File: src/rtl/tw_esc_pkg.sv
package tw_esc_pkg;

   typedef enum logic [1:0] {
      EV_NONE = 2'd0,
      EV_ESC  = 2'd1,
      EV_EXT  = 2'd2,
      EV_LRST = 2'd3
   } tw_event_e;

   // Map a toggle count onto an event class using three ascending thresholds.
   function automatic tw_event_e tw_classify(input int unsigned n,
                                             input int unsigned esc_lo,
                                             input int unsigned ext_lo,
                                             input int unsigned rst_lo);
      if (n >= rst_lo)      return EV_LRST;
      else if (n >= ext_lo) return EV_EXT;
      else if (n >= esc_lo) return EV_ESC;
      else                  return EV_NONE;
   endfunction

endpackage

File: src/rtl/tw_sync.sv
module tw_sync #(
   parameter int unsigned STAGES = 2
) (
   input  logic clk,
   input  logic rst_n,
   input  logic d,
   output logic q
);
   logic [STAGES-1:0] sr;

   always_ff @(posedge clk or negedge rst_n) begin
      if (!rst_n) sr[0] <= 1'b0;
      else        sr[0] <= d;
   end

   for (genvar i = 1; i < STAGES; i++) begin : g_stage
      always_ff @(posedge clk or negedge rst_n) begin
         if (!rst_n) sr[i] <= 1'b0;
         else        sr[i] <= sr[i-1];
      end
   end

   assign q = sr[STAGES-1];
endmodule

File: src/rtl/tw_toggle_count.sv
module tw_toggle_count #(
   parameter int unsigned CNT_W = 4
) (
   input  logic             clk,
   input  logic             rst_n,
   input  logic             clr,
   input  logic             hi,
   input  logic             tog,
   output logic [CNT_W-1:0] cnt
);
   localparam logic [CNT_W-1:0] CNT_MAX = {CNT_W{1'b1}};

   always_ff @(posedge clk or negedge rst_n) begin
      if (!rst_n)                         cnt <= '0;
      else if (clr)                       cnt <= '0;
      else if (hi && tog && cnt != CNT_MAX) cnt <= cnt + 1'b1;
   end
endmodule

File: src/rtl/tw_event_gen.sv
module tw_event_gen
   import tw_esc_pkg::*;
#(
   parameter int unsigned CNT_W  = 4,
   parameter int unsigned ESC_LO = 2,
   parameter int unsigned EXT_LO = 4,
   parameter int unsigned RST_LO = 6
) (
   input  logic             clk,
   input  logic             rst_n,
   input  logic             fire,
   input  logic [CNT_W-1:0] cnt,
   output logic             evt_escape,
   output logic             evt_ext,
   output logic             evt_link_reset
);
   tw_event_e cls;

   always_comb cls = tw_classify(int'(cnt), ESC_LO, EXT_LO, RST_LO);

   always_ff @(posedge clk or negedge rst_n) begin
      if (!rst_n) begin
         evt_escape     <= 1'b0;
         evt_ext        <= 1'b0;
         evt_link_reset <= 1'b0;
      end else begin
         evt_escape     <= fire && (cls == EV_ESC);
         evt_ext        <= fire && (cls == EV_EXT);
         evt_link_reset <= fire && (cls == EV_LRST);
      end
   end
endmodule

File: src/rtl/tw_line_monitor.sv
module tw_line_monitor #(
   parameter int unsigned SYNC_STAGES = 2,
   parameter int unsigned CNT_W       = 4,
   parameter int unsigned ESC_LO      = 2,
   parameter int unsigned EXT_LO      = 4,
   parameter int unsigned RST_LO      = 6,
   parameter bit          DRIVE_GUARD = 1'b0
) (
   input  logic clk,
   input  logic rst_n,
   input  logic scan_clk,
   input  logic scan_line,
   input  logic sample_on_fall,
   output logic drive_en,
   output logic data_bit,
   output logic data_valid,
   output logic evt_escape,
   output logic evt_ext,
   output logic evt_link_reset
);
   localparam int unsigned CNT_TOP = (1 << CNT_W) - 1;

   if (SYNC_STAGES < 2) begin : g_bad_sync
      $error("tw_line_monitor: SYNC_STAGES must be at least 2");
   end
   if (!(ESC_LO > 0 && ESC_LO < EXT_LO && EXT_LO < RST_LO && RST_LO < CNT_TOP)) begin : g_bad_thr
      $error("tw_line_monitor: thresholds must ascend and fit below the counter ceiling");
   end

   logic ck_s, ck_d, ln_s, ln_d;
   logic ck_rise, ck_fall, ln_tog, take;
   logic [CNT_W-1:0] cnt;

   tw_sync #(.STAGES(SYNC_STAGES)) i_sync_ck (
      .clk(clk), .rst_n(rst_n), .d(scan_clk), .q(ck_s));
   tw_sync #(.STAGES(SYNC_STAGES)) i_sync_ln (
      .clk(clk), .rst_n(rst_n), .d(scan_line), .q(ln_s));

   always_ff @(posedge clk or negedge rst_n) begin
      if (!rst_n) begin
         ck_d <= 1'b0;
         ln_d <= 1'b0;
      end else begin
         ck_d <= ck_s;
         ln_d <= ln_s;
      end
   end

   assign ck_rise = ck_s & ~ck_d;
   assign ck_fall = ~ck_s & ck_d;
   assign ln_tog  = ln_s ^ ln_d;

   tw_toggle_count #(.CNT_W(CNT_W)) i_cnt (
      .clk(clk), .rst_n(rst_n), .clr(ck_rise), .hi(ck_s), .tog(ln_tog), .cnt(cnt));

   tw_event_gen #(.CNT_W(CNT_W), .ESC_LO(ESC_LO), .EXT_LO(EXT_LO), .RST_LO(RST_LO)) i_evt (
      .clk(clk), .rst_n(rst_n), .fire(ck_fall), .cnt(cnt),
      .evt_escape(evt_escape), .evt_ext(evt_ext), .evt_link_reset(evt_link_reset));

   // Data capture on the selected scan-clock edge.
   assign take = sample_on_fall ? ck_fall : ck_rise;

   always_ff @(posedge clk or negedge rst_n) begin
      if (!rst_n) begin
         data_valid <= 1'b0;
         data_bit   <= 1'b0;
      end else begin
         data_valid <= take;
         if (take) data_bit <= ln_s;
      end
   end

   // Driver enable: variant chosen by DRIVE_GUARD.
   if (DRIVE_GUARD) begin : g_drive_guard
      logic low_ok;
      always_ff @(posedge clk or negedge rst_n) begin
         if (!rst_n) low_ok <= 1'b0;
         else        low_ok <= ~ck_s & ~ck_d;
      end
      assign drive_en = low_ok & ~scan_clk;
   end else begin : g_drive_direct
      assign drive_en = rst_n & ~scan_clk;
   end
endmodule

File: config.mk
export PLATFORM = sky130hd
export DESIGN_NAME = tw_line_monitor
export DESIGN_NICKNAME = d
export VERILOG_FILES = /design/src/rtl/tw_esc_pkg.sv /design/src/rtl/tw_sync.sv /design/src/rtl/tw_toggle_count.sv /design/src/rtl/tw_event_gen.sv /design/src/rtl/tw_line_monitor.sv
export SDC_FILE = /design/constraint.sdc
export NUM_CORES = 1
export LEC_CHECK = 0
export BUFFER_PORTS_ARGS = -buffer_cell sky130_fd_sc_hd__buf_2
export CAP_MARGIN = 0
export CORE_UTILIZATION = 45
export CTS_CLUSTER_DIAMETER = 60
export DETAILED_ROUTE_END_ITERATION = 7
export PLACE_DENSITY = 0.7
export SLEW_MARGIN = 30
export SYNTH_ARGS = -nofsm -noshare
export SYNTH_HDL_FRONTEND = slang
export SYNTH_SLANG_ARGS = --single-unit
File: constraint.sdc
create_clock -name clk -period 1.4 [get_ports clk]
set_input_delay 0.28 -clock clk [delete_from_list [all_inputs] [get_ports clk]]
set_output_delay 0.28 -clock clk [all_outputs]
set_load 0.05 [all_outputs]
# Yosys cells after proc, flatten, opt, wreduce, memory -nomap -nowiden
# Index checks and enable logic that the tools add are counted.
totals:
  regBits: 15
  latch_bits: 0
  ram_bits: 0
  rom_bits: 0
  in_bits: 5
  out_inout_bits: 6
  n_memories: 0
op_classes:
  addsub: 1
  n_mul: 0
  div: 0
  order_cmp: 3
  eq_ne: 4
  n_shift: 0
  n_mux: 6
  n_bitwise: 7
  reduce_logical: 6
ops:
  columns: ["cell", "n"]
  rows:
  - ["greater-or-equal comparator 4 x 3 -> 1 bit, second input constant", 2]
  - ["two-way mux 4 bit", 2]
  - ["logical AND 1 bit", 5]
  - ["adder 4 x 1 -> 4 bit, second input constant", 1]
  - ["equality test 2 bit, second input constant", 2]
  - ["greater-or-equal comparator 4 x 2 -> 1 bit, second input constant", 1]
  - ["two-way mux 2 bit", 2]
  - ["inequality test 4 bit, second input constant", 1]
  - ["bitwise AND 1 bit", 3]
  - ["NOT 1 bit", 3]
  - ["equality test 2 x 1 -> 1 bit, second input constant", 1]
  - ["two-way mux 1 bit", 2]
  - ["nonzero test 2 bit", 1]
  - ["bitwise XOR 1 bit", 1]

# Logic depth before layout (Yosys ltp)
# Gate-level depths: netlist of run 1.
logic_depth:
  ltp_word: 6
  ltp_mapped: 5

# Hierarchy
# A second synthesis of run 1 with hierarchy kept.
unflattened:
  cells_unflattened: 52
  area_unflattened_um2: 624.3
modules_own_cells:
  columns: ["module", "instances", "cells_per_inst", "area_each_um2", "seq_area_each_um2"]
  rows:
  - ["tw_toggle_count", 1, 21, 219.0, 100.1]
  - ["tw_line_monitor", 1, 20, 193.9, 100.1]
  - ["tw_event_gen", 1, 7, 111.4, 75.1]
  - ["tw_sync", 2, 2, 50.0, 50.0]

# Least setup slack after synthesis of run 1
# Ideal clock, no wire load.
synth_path:
  path_type: "input to output"
  from: "in rst_n"
  to: "out drive_en"
  arrival_time_ns: 0.987
  t_required_ns: 1.120
  slack_ns: 0.133
  path_stages: 1
  path_buffers: 0
  path_cell_list: "nor2b_1"
synth_between:
  elab_chain_cells: 1
synth_lines:
  columns: ["element", "line_no", "text"]
  rows:
  - ["start: declaration", "tw_line_monitor.sv:10", "input logic rst_n,"]
  - ["bitwise AND 1 bit", "tw_line_monitor.sv:82", "assign drive_en = rst_n & ~scan_clk;"]
  - ["end: declaration", "tw_line_monitor.sv:14", "output logic drive_en,"]
# No other way between the ends.

# Final worst setup path of run 1
layout_path:
  from: "reg i_cnt.cnt[0]"
  to: "reg i_cnt.cnt[0]"
layout_between:
  elab_chain_cells: 3
layout_lines:
  columns: ["element", "line_no", "text"]
  rows:
  - ["start: declaration", "tw_toggle_count.sv:9", "output logic [CNT_W-1:0] cnt"]
  - ["start signal: assignment", "tw_toggle_count.sv:16", "else if (hi && tog && cnt != CNT_MAX) cnt <= cnt + 1'b1;"]
  - ["adder 4 x 1 -> 4 bit / inequality test 4 bit (equally long branches)", "tw_toggle_count.sv:16", null]
  - ["two-way mux 4 bit / logical AND 1 bit (equally long branches)", "tw_toggle_count.sv:16", null]
  - ["two-way mux 4 bit / nonzero test 2 bit (equally long branches)", null, null]
# Several ways; a longest one is shown, not always the timed one. The select of a mux whose other input is x is not followed.
# A chain may end at the register's enable or synchronous reset.

==> results of run 1 <==
[cell type report]
| cell class | count | area [um2] |
|---|---|---|
| sequential | 15 | 375 |
| clock buffer | 4 | 26.3 |
| tap | 15 | 18.8 |
| fill | 108 | 553 |
| timing repair buffer | 14 | 82.6 |
| multi-input combinational | 29 | 250 |
| inverter | 3 | 11.3 |
[how the worst max path moves through the flow]
stage	endpoint	depth (start not counted)	startpoint
after floorplan	drive_en	1	rst_n
after global placement	i_cnt.cnt[0]$_DFFE_PN0P_	4	i_cnt.cnt[0]$_DFFE_PN0P_
after detailed placement	i_cnt.cnt[0]$_DFFE_PN0P_	4	i_cnt.cnt[0]$_DFFE_PN0P_
after CTS	i_cnt.cnt[0]$_DFFE_PN0P_	4	i_cnt.cnt[0]$_DFFE_PN0P_
after global routing	i_cnt.cnt[0]$_DFFE_PN0P_	4	i_cnt.cnt[0]$_DFFE_PN0P_
final	i_cnt.cnt[0]$_DFFE_PN0P_	4	i_cnt.cnt[0]$_DFFE_PN0P_
[power breakdown]
group	leakage (nW)	switching (mW)	internal, mW
clock	0.0150	0.138	0.111
combinational	0.173	0.126	0.0798
sequential	0.189	0.0299	0.469
total	0.377	0.294	0.660
[layer usage]
| metal | wire length (um) | vias to the layer above | GRT usage | part of all wire |
|---|---|---|---|---|
| met3 | 56 | 6 | 0.0667 | 0.048 |
| met1 | 491 | 219 | 0.237 | 0.42 |
| met4 | 45 | 0 | 0.172 | 0.039 |
| met2 | 571 | 18 | 0.298 | 0.49 |
| met5 | 0 | - | 0 | 0 |
| li1 | - | 202 | - | - |
[cell usage after synthesis (2+ instances only)]
library cell,n,share of area
nand2_1,3,0.017
ha_1,2,0.039
inv_1,3,0.017
a31oi_1,2,0.019
and3_1,2,0.019
a21oi_1,2,0.015
dfrtp_1,15,0.58
[kinds of logic (layout without fill, tap and decap cells)]
kind of cell | Yosys count | after routing | synth area share
adder cells (fa/ha/maj) | 2 | 2 | 0.0386
XOR/XNOR | 1 | 1 | 0.0251
buffers and inverters | 4 | 21 | 0.0347
AO/OA/AOI/OAI | 9 | 9 | 0.106
flip-flops | 15 | 15 | 0.579
multiplexers | 3 | 3 | 0.0734
AND/OR/NAND/NOR | 14 | 14 | 0.143
[state kept, by name (all words and copies together), names as in the netlist]
signal,flops
i_sync_ln.q,1
ln_d,1
i_sync_ck.sr,1
i_sync_ln.sr,1
data_valid,1
i_cnt.cnt,4
i_sync_ck.q,1
data_bit,1
ck_d,1
i_evt.evt_escape,1
i_evt.evt_link_reset,1
i_evt.evt_ext,1
[metrics by stage]
step / setup WS [ns] / hold slack, ns
2_1_floorplan: 0.133 / -0.0156
3_3_place_gp: 0.145 / 0.238
3_5_place_dp: 0.0967 / 0.245
4_1_cts: 0.0667 / 0.0938
5_1_grt: 0.00271 / 0.0790
6_report: 0.0708 / 0.0922
[timing repair]
action                                  in CTS  in global routing
hold buffers                                 1                  0
gates resized for setup                      0                  0
hold endpoints to repair                    15                  0
endpoints found under the setup margin       0                  0
==> flow_metrics.tcl, run 1 <==
set metrics [dict create \
    outcome "finished clean" \
    syn_area_um2 648 \
    antenna_found_initial 0 \
    dpl.cell_count 75 \
    crit_fanout 4 \
    synth_enable_flop_cells 0 \
    end_kind "register" \
    fp.dieW_um 40.0 \
    path_cells "ha_1, nand3_1, and3_4, mux2i_1" \
    hp-class "primary input to register" \
    fin_util 0.580 \
    post-route-min-period_ns 1.33 \
    syn_nets 55 \
    crit_family "flip-flops" \
    yosysSeqAreaShare 0.579 \
    drive_above_1_share 0.354 \
    initial_core_util 0.492 \
    vias_per_cell 5.56 \
    drv_slew 0 \
    arrival_ns 1.53 \
    synthArstFlopShare 1.00 \
    drc 0 \
    die_area_um2 1600 \
    final_common_cell "dfrtp_1" \
    reg2reg_slack_ns 0.07 \
    clk_pin_slew_ns 0.09 \
    worst-r2r-cell-count 4 \
    synth_flop_cell "dfrtp_1" \
    crit_buf_inv 0 \
    dr.pass1.iters 4 \
    cp_slowest_stage_delay_ns 0.42 \
    startpoint_type "register" \
    placedInstanceArea_um2 728 \
    num_rows 13 \
    hold_depth 1 \
    setup_tns_ns 0 \
    path_class "register to register" \
    finClkSkew_ns 0.00533 \
    cts.path.max_buffers 2 \
    max_freq_mhz 752 \
    cts_buffers 3 \
    max_slew_margin 0.804 \
    final_nets 73 \
    gr-usage-all-layers 0.203 \
    syn_to_final_growth_pct 18.0 \
    timing.final.crit_share 0.949 \
    drt_iter0_drc 11 \
    power_density_nw_per_um2 1250 \
    num_vias 445 \
    fin_cells 80 \
    vdd.ir_drop.worst_mv 0.604 \
    post_cts_buffers 0 \
    grt_start_max_net_pins 16 \
    hold_end "i_sync_ln.sr[0]$_DFF_PN0_" \
    yosys_warnings 0 \
    h-tree-depth 1 \
    wl_per_cell_um 14.6 \
    drv_cap 0 \
    synth.distinct_cells 26 \
    grt_first_pass_wirelength_mm 1.99 \
    portBuffers 10 \
    cpMaxStageDelayCell "dfrtp_1" \
    cts.sinks 15 \
    hold_viol_final 0 \
    place.gp.congestion 0.862 \
    synth_cells 48 \
    finalWirelength_mm 1.16 \
    clockRootBuffer "clkbuf_4" \
    detail-route-antenna-nets 0 \
    worstReg2RegEnd "i_cnt.cnt[0]$_DFFE_PN0P_" \
    rsz0062_at_grt "false" \
    required_ns 1.60 \
    clk_latency_ns 0.29 \
    coreArea_um2 1320 \
    io_pins 11 \
    antenna-diode-count 0 \
    leakagePower_nw 0.377 \
    cts_tree "built" \
    layout_common_cells "dfrtp_1, buf_2" \
    syn_avg_cell_area_um2 13.5 \
    design_area_um2 764 \
    grt-ovfl-total 0 \
    power_mw 0.953 \
    fp.dieH_um 40.0 \
    worstMarginPinSlew_ns 0.293 \
    min_from "scan_line" \
    setup_viol 0 \
    synth_seq_cells 15 \
    worstReg2RegStart "i_cnt.cnt[0]$_DFFE_PN0P_" \
    grt_pass1_vias 449 \
]
(Power assumes the default switching activity.)
==> run 2, diff against run 1 <==
--- a/config.mk
+++ b/config.mk
@@ -7,10 +7,11 @@
 export LEC_CHECK = 0
 export BUFFER_PORTS_ARGS = -buffer_cell sky130_fd_sc_hd__buf_2
 export CAP_MARGIN = 0
-export CORE_UTILIZATION = 45
+export CORE_AREA = 2 2 39 41
 export CTS_CLUSTER_DIAMETER = 60
 export DETAILED_ROUTE_END_ITERATION = 7
-export PLACE_DENSITY = 0.7
+export DIE_AREA = 0 0 41 43
+export PLACE_DENSITY = 0.75
 export SLEW_MARGIN = 30
 export SYNTH_ARGS = -nofsm -noshare
 export SYNTH_HDL_FRONTEND = slang
==> flow_metrics.tcl, run 2 (same netlist as run 1, synthesis figures left out) <==
set metrics [dict create \
    worstReg2RegStart "i_cnt.cnt[1]$_DFFE_PN0P_" \
    finalWirelength_mm 1.08 \
    vias_per_cell 5.34 \
    setup_viol 0 \
    placedInstanceArea_um2 722 \
    wl_met3_um 52 \
    place.gp.congestion 0.828 \
    min_from "scan_line" \
    largest_reg_flops 4 \
    drive_above_1_share 0.375 \
    final_common_cell "dfrtp_1" \
    cts_tree "built" \
    dr.pass1.iters 4 \
    path_cells "ha_1, nand3_1, and3_4, a221oi_2" \
    drv_cap 0 \
    coreArea_um2 1380 \
    gr-usage-all-layers 0.168 \
    wl_met2_um 531 \
    end_kind "register" \
    cp_slowest_stage_delay_ns 0.43 \
    fillers 122 \
    hold_end "i_sync_ln.sr[0]$_DFF_PN0_" \
    grt_first_pass_wirelength_mm 1.93 \
    power_density_nw_per_um2 1230 \
    hold_depth 1 \
    timing.final.crit_share 0.921 \
    cts.path.max_buffers 2 \
    grt_pass1_vias 413 \
    wl_per_cell_um 13.6 \
    initial_core_util 0.468 \
    fp.dieW_um 41 \
    post_cts_buffers 0 \
    vdd.ir_drop.worst_mv 0.789 \
    outcome "finished clean" \
    design_area_um2 761 \
    clk_pin_slew_ns 0.09 \
    required_ns 1.60 \
    clk_latency_ns 0.28 \
    cts.sinks 15 \
    hold_viol_final 0 \
    rsz0062_at_grt "false" \
    finClkSkew_ns 0.00499 \
    detail-route-antenna-nets 0 \
    num_vias 427 \
    post-place-ws_ns 0.119 \
    hpwl_um 789 \
    grt_start_max_net_pins 16 \
    max_freq_mhz 776 \
    reg2reg_slack_ns 0.11 \
    io_pins 11 \
    max_slew_margin 0.801 \
    highest-signal-layer "met4" \
    drc 0 \
    syn_to_final_growth_pct 17.4 \
    hold-worst-slack_ns 0.101 \
    cpMaxStageDelayCell "dfrtp_2" \
    grt-ovfl-total 0 \
    antenna_found_initial 0 \
    worst-r2r-cell-count 4 \
    crit_fanout 7 \
    drv_slew 0 \
    arrival_ns 1.48 \
    die_area_um2 1760 \
    path_class "register to register" \
    top_register "i_cnt.cnt" \
    fp.dieH_um 43 \
    h-tree-depth 1 \
    portBuffers 10 \
    hp-class "primary input to register" \
    worstMarginPinSlew_ns 0.298 \
    worstReg2RegEnd "i_cnt.cnt[1]$_DFFE_PN0P_" \
    antenna-diode-count 0 \
    final_nets 72 \
    clockRootBuffer "clkbuf_4" \
    drt_iter0_drc 7 \
    setup_tns_ns 0 \
    post-route-min-period_ns 1.29 \
    cts_buffers 3 \
    met1_length_um 484 \
    leakagePower_nw 0.375 \
    layout_common_cells "dfrtp_1, buf_2, nand2_1, inv_1, clkbuf_4" \
    num_rows 14 \
    finalWorstSetupSlack_ns 0.111 \
    startpoint_type "register" \
]
## run 2: changes by cell type in the layout (fill, tap and decap cells not counted), sizes merged
| cell | delta |
|---|---|
| clkinv | +1 |
| buf | -1 |
| clkbuf | -1 |
## run 2: stage by stage
| step | std cells | util | power [mW] |
|---|---|---|---|
| global route | 80 | 0.550 | 0.998 |
| detailed placement | 75 | 0.522 | 0.697 |
| finish | 80 | 0.550 | 0.938 |
| floorplan | 48 | - | 0.645 |
| CTS | 80 | 0.549 | 0.949 |
| global placement | 75 | 0.522 | 0.691 |
## run 2: worst max path at each step
stage,from,end,slack [ns]
5_1_grt,i_cnt.cnt[1]$_DFFE_PN0P_,i_cnt.cnt[1]$_DFFE_PN0P_,0.008
2_1_floorplan,rst_n,drive_en,0.13
3_5_place_dp,i_cnt.cnt[1]$_DFFE_PN0P_,i_cnt.cnt[1]$_DFFE_PN0P_,0.12
3_3_place_gp,i_cnt.cnt[1]$_DFFE_PN0P_,i_cnt.cnt[3]$_DFFE_PN0P_,0.14
4_1_cts,i_cnt.cnt[1]$_DFFE_PN0P_,i_cnt.cnt[3]$_DFFE_PN0P_,0.04
6_report,i_cnt.cnt[1]$_DFFE_PN0P_,i_cnt.cnt[1]$_DFFE_PN0P_,0.11
## run 2: area by class of cell
| cell class | count | area, um2 | share of cell area |
|---|---|---|---|
| Inverter | 3 | 11.3 | 0.0148 |
| Multi-Input combinational cell | 29 | 250 | 0.329 |
| Sequential cell | 15 | 377 | 0.495 |
| Clock buffer | 3 | 22.5 | 0.0296 |
| Timing Repair Buffer | 13 | 75.1 | 0.0987 |
| Clock inverter | 1 | 5.00 | 0.00658 |
| Tap cell | 16 | 20.0 | 0.0263 |
## run 2: routing by layer
metal / vias to the layer above / GRT usage
met1: 207 / 0.227
met4: 0 / 0.0600
met3: 2 / 0.0628
li1: 203 / -
met2: 15 / 0.241
met5: - / 0
## run 2: critical path, delay by kind of cell (launching register included)
kind | cells | cell delay [ns]
adders and majority gates | 1 | 0.23
and+or+nand+nor | 2 | 0.33
AOI/OAI and AO/OA | 1 | 0.20
DFF | 1 | 0.43
## run 2: where the power goes
part,switching [mW],total (mW),internal (mW)
combinational,0.113,0.185,0.0724
clock,0.140,0.247,0.106
sequential,0.0367,0.507,0.470
## run 2: what timing repair did
item / in CTS / in global routing
gates resized for setup: 0 / 2
setup endpoints to repair: 0 / 2
hold buffers: 1 / 0
endpoints found under the hold margin: 15 / 0
==> run 3, diff against run 2 <==
--- a/config.mk
+++ b/config.mk
@@ -7,11 +7,10 @@
 export LEC_CHECK = 0
 export BUFFER_PORTS_ARGS = -buffer_cell sky130_fd_sc_hd__buf_2
 export CAP_MARGIN = 0
-export CORE_AREA = 2 2 39 41
+export CORE_UTILIZATION = 50
 export CTS_CLUSTER_DIAMETER = 60
 export DETAILED_ROUTE_END_ITERATION = 7
-export DIE_AREA = 0 0 41 43
-export PLACE_DENSITY = 0.75
+export PLACE_DENSITY = 0.76
 export SLEW_MARGIN = 30
 export SYNTH_ARGS = -nofsm -noshare
 export SYNTH_HDL_FRONTEND = slang
==> flow_metrics.tcl, run 3 (same netlist as run 1, synthesis figures left out) <==
set metrics [dict create \
    num_vias 442 \
    cts_buffers 3 \
    largest_reg_flops 4 \
    timing.final.crit_share 0.913 \
    seq_power_share 0.516 \
    drc 0 \
    io_pins 11 \
    p_sw_frac 0.322 \
    coreArea_um2 1160 \
    path_class "register to register" \
    final_nets 73 \
    h-tree-depth 1 \
    rsz0062_at_grt "false" \
    cp_num_cells 4 \
    post-place-ws_ns 0.157 \
    vias_per_cell 5.59 \
    crit_start "i_cnt.cnt[0]$_DFFE_PN0P_" \
    drv_cap 0 \
    antenna_found_initial 0 \
    gr-usage-met3 0.0523 \
    finalWorstSetupSlack_ns 0.121 \
    grt_first_pass_wirelength_mm 1.97 \
    finClkSkew_ns 0.00500 \
    drv_slew 0 \
    max_freq_mhz 782 \
    setup_viol 0 \
    path_cells "ha_1, nand3_1, and3_4, a221oi_2" \
    die_area_um2 1440 \
    crit_family "flip-flops" \
    finalWirelength_mm 1.20 \
    required_ns 1.60 \
    wl_per_cell_um 15.2 \
    design_area_um2 767 \
    layout_common_cells "dfrtp_1, buf_2" \
    antenna-diode-count 0 \
    num_rows 12 \
    crit_end "i_cnt.cnt[1]$_DFFE_PN0P_" \
    setup_tns_ns 0 \
    cts.path.max_buffers 2 \
    combinationalPowerShare 0.214 \
    grt_use_met2 0.349 \
    worst-r2r-cell-count 4 \
    syn_to_final_growth_pct 18.3 \
    drive_above_1_share 0.369 \
    hp-class "primary input to register" \
    clk_latency_ns 0.29 \
    cts_tree "built" \
    max_slew_margin 0.792 \
    busiest_layer "met2" \
    fin_util 0.663 \
    initial_core_util 0.561 \
    end_kind "register" \
    cts.sinks 15 \
    switchingPower_mw 0.312 \
    placedInstanceArea_um2 727 \
    startpoint_type "register" \
    arrival_ns 1.48 \
    gr-usage-all-layers 0.215 \
    outcome "finished clean" \
    leakagePower_nw 0.378 \
    post_cts_buffers 0 \
    place.gp.congestion 0.845 \
    fp.dieH_um 38.0 \
    portBuffers 10 \
    detail-route-antenna-nets 0 \
    crit_buf_inv 0 \
    fp.dieW_um 38.0 \
    drt_iter0_drc 12 \
    clk_pin_slew_ns 0.10 \
    p_int_mw 0.658 \
    crit_fanout 4 \
    dr.pass1.iters 4 \
    grt_pass1_vias 438 \
    reg2reg_slack_ns 0.12 \
    clockRootBuffer "clkbuf_4" \
    hold_viol_final 0 \
    worstMarginPinSlew_ns 0.308 \
    grt_start_max_net_pins 16 \
    post-route-min-period_ns 1.28 \
    grtUsageMet1 0.254 \
    worstReg2RegEnd "i_cnt.cnt[1]$_DFFE_PN0P_" \
    power_density_nw_per_um2 1270 \
    cpMaxStageDelayCell "dfrtp_1" \
    vdd.ir_drop.worst_mv 0.927 \
    top_register "i_cnt.cnt" \
    hpwl_um 893 \
    final_common_cell "dfrtp_1" \
    cp_slowest_stage_delay_ns 0.41 \
    clkPwrFrac 0.270 \
    grt-ovfl-total 0 \
    power_mw 0.970 \
    worstReg2RegStart "i_cnt.cnt[0]$_DFFE_PN0P_" \
]
-- run 3: changes by cell type in the layout (fill, tap and decap cells not counted), sizes merged --
cell,delta
clkinvlp,+1
buf,+1
clkinv,-1
-- run 3: area by class of cell --
type / instances / area, um2
fillers: 91 / 389
inverters: 3 / 11.3
clock buffers: 3 / 22.5
multi-input cells: 29 / 250
flip-flops and latches: 15 / 375
well taps: 14 / 17.5
clock inverters: 1 / 7.51
repair buffers: 14 / 82.6
-- run 3: repair_timing --
action | CTS | global route
hold buffers | 1 | 0
gates resized for setup | 0 | 1
endpoints found under the setup margin | 0 | 1
hold endpoints to repair | 15 | 0
-- run 3: worst min-delay path by stage --
stage / start / end / slack [ns] / depth (start not counted)
finish: scan_line / i_sync_ln.sr[0]$_DFF_PN0_ / 0.09 / 1
CTS: scan_line / i_sync_ln.sr[0]$_DFF_PN0_ / 0.09 / 1
global route: scan_line / i_sync_ln.sr[0]$_DFF_PN0_ / 0.07 / 1
global placement: rst_n / i_cnt.cnt[3]$_DFFE_PN0P_ / 0.26 / 2
detailed placement: rst_n / i_cnt.cnt[3]$_DFFE_PN0P_ / 0.26 / 2
floorplan: rst_n / ck_d$_DFF_PN0_ / -0.02 / 0
-- run 3: per-stage QoR --
| stage | hold slack (ns) | cells |
|---|---|---|
| floorplan | -0.0156 | 48 |
| global placement | 0.258 | 74 |
| detailed placement | 0.264 | 74 |
| CTS | 0.0851 | 79 |
| global route | 0.0685 | 79 |
| finish | 0.0855 | 79 |
-- run 3: power by group through the flow --
stage	Clock (mW)	Sequential [mW]	Combinational, mW
3_3_place_gp	0	0.505	0.197
5_1_grt	0.294	0.505	0.225
4_1_cts	0.263	0.500	0.207
6_report	0.262	0.500	0.208
3_5_place_dp	0	0.509	0.204
2_1_floorplan	0	0.544	0.101
-- run 3: layer usage --
layer  part of all wire  wire length, um
met1               0.43              511
met2               0.50              599
met3              0.046               55
met4              0.025               30
met5                  0                0
